File: config.mk
export PLATFORM = sky130hd
export DESIGN_NAME = chen_enable_ctrl
export DESIGN_NICKNAME = d
export VERILOG_FILES = /design/src/rtl/chen_pkg.sv /design/src/rtl/chen_latch_bank.sv /design/src/rtl/chen_settle_timer.sv /design/src/rtl/chen_enable_ctrl.sv
export SDC_FILE = /design/constraint.sdc
export NUM_CORES = 1
export LEC_CHECK = 0
export ABC_CLOCK_PERIOD_IN_PS = 1750
export BUFFER_PORTS_ARGS = -buffer_cell sky130_fd_sc_hd__buf_2
export CORE_MARGIN = 2
export CORE_UTILIZATION = 40
export DETAILED_ROUTE_END_ITERATION = 12
export SLEW_MARGIN = 15
export SYNTH_ARGS = -nofsm -noshare
export SYNTH_HDL_FRONTEND = slang
export SYNTH_HIERARCHICAL = 1
export SYNTH_SLANG_ARGS = --single-unit
File: constraint.sdc
create_clock -name clk -period 1.75 [get_ports clk]
set_input_delay 0.0875 -clock clk [delete_from_list [all_inputs] [get_ports clk]]
set_output_delay 0.0875 -clock clk [all_outputs]
set_load 0.05 [all_outputs]
File: src/rtl/chen_pkg.sv
package chen_pkg;
  // Bus bit that belongs to lane `sel` of channel `ch`.
  function automatic int lane_bit(input int ch, input int sel);
    return 2 * ch + sel;
  endfunction
endpackage

File: src/rtl/chen_latch_bank.sv
module chen_latch_bank #(
  parameter int W = 8
) (
  input  logic         clk,
  input  logic         rst,
  input  logic         le,
  input  logic [W-1:0] d,
  output logic [W-1:0] q,
  output logic [W-1:0] q_next
);
  always_comb q_next = le ? d : q;

  always_ff @(posedge clk) begin
    if (rst) q <= '0;
    else     q <= q_next;
  end

  assert_follow_R1: assert property (@(posedge clk) disable iff (rst)
    le |=> (q == $past(d)));
  assert_hold_R2: assert property (@(posedge clk) disable iff (rst)
    !le |=> $stable(q));
  assert_reset_clear_R8: assert property (@(posedge clk)
    rst |=> (q == '0));
endmodule

File: src/rtl/chen_settle_timer.sv
module chen_settle_timer #(
  parameter int SETTLE_CYCLES = 1000000
) (
  input  logic clk,
  input  logic rst,
  input  logic en_next,
  output logic valid
);
  localparam int CW = $clog2(SETTLE_CYCLES + 1);
  localparam logic [CW-1:0] LOAD = CW'(SETTLE_CYCLES);

  logic [CW-1:0] cnt;
  logic          en_q;

  always_ff @(posedge clk) begin
    if (rst) begin
      cnt   <= '0;
      en_q  <= 1'b0;
      valid <= 1'b0;
    end else begin
      en_q <= en_next;
      if (!en_next) begin
        cnt   <= '0;
        valid <= 1'b0;
      end else if (!en_q) begin
        cnt   <= LOAD;
        valid <= 1'b0;
      end else if (cnt != '0) begin
        cnt   <= cnt - 1'b1;
        valid <= (cnt == CW'(1));
      end
    end
  end

  assert_valid_needs_enable_R7: assert property (@(posedge clk) disable iff (rst)
    !en_q |-> !valid);
  assert_enable_starts_low_R7: assert property (@(posedge clk) disable iff (rst)
    $rose(en_q) |-> !valid);
endmodule

File: src/rtl/chen_enable_ctrl.sv
module chen_enable_ctrl #(
  parameter int NUM_CH        = 4,
  parameter int RX_BIT_SEL    = 0,
  parameter int SETTLE_CYCLES = 1000000
) (
  input  logic                  clk,
  input  logic                  rst,
  input  logic [2*NUM_CH-1:0]   en_bus_i,
  input  logic                  rx_le_i,
  input  logic                  out_le_i,
  input  logic [NUM_CH-1:0]     rx_fault_raw_i,
  output logic [NUM_CH-1:0]     rx_en_o,
  output logic [2*NUM_CH-1:0]   drv_en_o,
  output logic [NUM_CH-1:0]     logic_pwr_o,
  output logic [NUM_CH-1:0]     link_fault_o,
  output logic [NUM_CH-1:0]     status_valid_o
);
  import chen_pkg::*;

  localparam int BUS_W = 2 * NUM_CH;

  logic [NUM_CH-1:0] rx_sel;
  logic [NUM_CH-1:0] rx_next;
  logic [BUS_W-1:0]  drv_next;

  for (genvar c = 0; c < NUM_CH; c++) begin : g_sel
    assign rx_sel[c] = en_bus_i[lane_bit(c, RX_BIT_SEL)];
  end

  chen_latch_bank #(.W(NUM_CH)) u_rx_bank (
    .clk(clk), .rst(rst), .le(rx_le_i), .d(rx_sel),
    .q(rx_en_o), .q_next(rx_next)
  );

  chen_latch_bank #(.W(BUS_W)) u_out_bank (
    .clk(clk), .rst(rst), .le(out_le_i), .d(en_bus_i),
    .q(drv_en_o), .q_next(drv_next)
  );

  for (genvar c = 0; c < NUM_CH; c++) begin : g_ch
    always_ff @(posedge clk) begin
      if (rst) begin
        logic_pwr_o[c]  <= 1'b0;
        link_fault_o[c] <= 1'b1;
      end else begin
        logic_pwr_o[c]  <= drv_next[lane_bit(c, 0)] | drv_next[lane_bit(c, 1)];
        link_fault_o[c] <= rx_fault_raw_i[c] | ~rx_next[c];
      end
    end

    chen_settle_timer #(.SETTLE_CYCLES(SETTLE_CYCLES)) u_timer (
      .clk(clk), .rst(rst), .en_next(rx_next[c]), .valid(status_valid_o[c])
    );

    assert_pwr_pair_R5: assert property (@(posedge clk) disable iff (rst)
      logic_pwr_o[c] == (drv_en_o[2*c] | drv_en_o[2*c+1]));
    assert_fault_forced_R6: assert property (@(posedge clk) disable iff (rst)
      !rx_en_o[c] |-> link_fault_o[c]);
    assert_valid_off_R7: assert property (@(posedge clk) disable iff (rst)
      !rx_en_o[c] |-> !status_valid_o[c]);
  end

  assert_rx_indep_R9: assert property (@(posedge clk) disable iff (rst)
    !rx_le_i |=> $stable(rx_en_o));
  assert_out_indep_R9: assert property (@(posedge clk) disable iff (rst)
    !out_le_i |=> $stable(drv_en_o));
  assert_reset_fault_R8: assert property (@(posedge clk)
    rst |=> (link_fault_o == '1 && status_valid_o == '0));
endmodule

==> impl_metrics.toml <==
[place]
placed_area_um2 = 6810
portBuffers = 39
dp.cells = 897
gp_congestion = 0.845
dpl.hpwl_um = 10600

[timing]
hold_viol = 0
max_slew_margin_pct = 68.6
slew_viol_final = 0
max_freq_mhz = 546
whs_ns = 0.0866
fin_tns_setup_ns = -0.352
finalCritPeriodShare_pct = 105
fin_skew_ns = 0.00728
min_period_ns = 1.83
worst_pin_slew_ns = 0.467
setup-violations-final = 9
setup_slack_ns = -0.0800
rsz0062_at_grt = "yes"

[yosys]
ys_async_sr_fraction_pct = 0
synthXorXnorAreaFrac_pct = 0
synth_flop_cell = "dfxtp_1"
yosysUniqueCellTypes = 46
ys_top_cells_by_area = "dfxtp_1, a21oi_1, mux2i_1, or4_1, o31a_1"
muxShareOfSynthArea_pct = 6.71
synth_compound_area_share_pct = 23.3
syn_nets = 609
ys_top_cells_by_count = "dfxtp_1, a21oi_1, nand2_1"
synth_top_family_by_area = "simple AND/OR/NAND/NOR gates"
syn_inst = 585
synth_area_um2 = 5450
synthAdderAreaFrac_pct = 1.84
yosys_warnings = 6
synth_top_area_cell = "dfxtp_1"
synth_area_per_cell_um2 = 9.31
ys_ff_latch = 108
seq_area_frac_synth_pct = 39.7
synthSimpleGateAreaFrac_pct = 25.5
yosysTopAreaCellShare_pct = 39.7
synthMostInstantiatedCell = "dfxtp_1"
synth_edf_count = 0

[pwr]
power_density_nw_per_um2 = 869
ir_drop_mv = 0.449
p_leak_nw = 3.21
finalPower_mw = 6.63

[drt]
ant_nets = 0
wl_met1_um = 6900
top_layer_used = "met4"
wl_met2_um = 7230
firstDrtPassIters = 5
postRouteWirelength_um = 14900
drtIter0Drc = 293
vias = 5286
wl_per_cell_um = 16.1
vias_per_cell = 5.72
dr_wl_met3_um = 470
drc = 0

[run_status]
outcome = "complete, but fails checks"
violations = "setup timing"

[layout]
antenna_cells = 0
finalInstanceArea_um2 = 7630
final_cells = 924
nNetsFinal = 767
area_growth_pct = 40.1
layout-drive-gt1-share_pct = 44.1

[global_route]
antenna_found_initial = 0
grt_pass1_vias = 5020
grt_first_pass_wirelength_um = 24000
grt_start_max_net_pins = 18
groute.usage.overall_pct = 20.3
grt_remaining_overflow = 0

[floorplanning]
rows = 42
start_util_pct = 41.0
ioPinCount = 40
core_um2 = 13300
die_w_um = 121
die_area_um2 = 14600
die_h_um = 121

[cts]
clockBufferDepth = 2
cts_max_level = 3
clk_latency_ns = 0.35
numClockSinks = 108
clk_pin_slew_ns = 0.07
cts_root_buf = "clkbuf_16"
cts_buffers = 9
cts_tree = "done"

[hold_path]
worstHoldPathType = "input port to register"

[setup_path]
required_ns = 1.97
criticalPathCategory = "register to register"
crit_path_start_kind = "register"
arrival_ns = 2.05
cp_max_fo = 4
end_kind = "register"

[job]
cap_violations = 0
## cell families (layout without fill, tap and decap cells)
logic type               count (synthesis)  in the layout
AO/OA/AOI/OAI                          176            176
adder cells (fa/ha/maj)                  8              8
buffers and inverters                   41            204
flip-flops                             108            108
multiplexers                            32             32
AND/OR/NAND/NOR                        220            220
## worst paths after layout
path	end	start	depth (start not counted)	slack [ns]
worst max-delay path	g_ch[0].u_timer/cnt[13]	g_ch[0].u_timer/cnt[6]	4	-0.08
worst min-delay path	u_rx_bank/q[3]	rst	2	0.09
worst max register to register	g_ch[0].u_timer/cnt[13]	g_ch[0].u_timer/cnt[6]	4	-0.08
worst min register to register	g_ch[3].u_timer/cnt[16]	g_ch[3].u_timer/cnt[16]	2	0.48
## per-layer routing
| layer | vias up | GRT usage, % |
|---|---|---|
| li1 | 2603 | - |
| met1 | 2559 | 26.8 |
| met2 | 105 | 34.3 |
| met3 | 19 | 2.45 |
| met4 | 0 | 7.19 |
| met5 | - | 0 |
## registers in the layout (all words and copies together), names as in the netlist
| name | count |
|---|---|
| u_out_bank/q | 8 |
| link_fault_o | 4 |
| u_rx_bank/q | 4 |
| g_ch.u_timer/en_q | 4 |
| logic_pwr_o | 4 |
| g_ch.u_timer/valid | 4 |
| g_ch.u_timer/cnt | 80 |
## cell type report
type / count / area (um^2)
clock buffers: 11 / 253
clock inverters: 5 / 60.1
fillers: 1178 / 5670
inverters: 20 / 75.1
multi-input cells: 436 / 3640
flip-flops and latches: 108 / 2200
well taps: 176 / 220
repair buffers: 168 / 1180
## placed cells by master (no fill, tap or decap), types with 6 or more instances in the layout
cell	synthesis	routed
buf_2	0	39
nor4_4	0	9
or4_4	4	11
nor3_1	24	21
mux2_4	8	8
or3_1	24	18
nor3_2	4	7
a31o_2	8	8
a211oi_1	8	7
clkbuf_16	0	9
buf_4	0	123
inv_1	20	12
o31a_1	20	20
or3_4	4	10
a31oi_1	8	8
nor2b_1	16	16
nor2_1	12	12
o31ai_1	20	20
dfxtp_1	108	80
or2_2	20	20
a21oi_1	44	44
o21ai_0	24	24
nor4_1	16	6
mux2i_1	20	20
or4_1	24	21
nand2b_1	12	8
inv_2	0	8
dfxtp_2	0	27
nand2_1	28	26
## critical path: stages (launching register included)
cell      delay [ns]
dfxtp_2         0.34
or4_4           0.54
or3_4           0.39
o311ai_4        0.29
o41ai_4         0.14
## where the power goes
| group | internal [mW] | switching, mW |
|---|---|---|
| sequential | 2.56 | 0.0980 |
| clock | 1.19 | 0.939 |
| combinational | 0.902 | 0.940 |
## stage by stage
step                util [%]  setup WS [ns]
finish                  57.4        -0.0800
floorplan                  -        0.00508
CTS                     55.3        -0.0499
global placement        51.2        -0.0223
global route            57.4         -0.108
detailed placement      51.2        -0.0775
## what timing repair did
| item | in CTS | in global routing |
|---|---|---|
| resized for setup | 38 | 58 |
| hold endpoints to repair | 4 | 0 |
| hold buffers | 4 | 0 |
| pin swaps | 14 | 18 |
| buffers inserted | 2 | 5 |
| endpoints found under the setup margin | 27 | 46 |
Note: power is estimated with default switching activity, not from simulation.
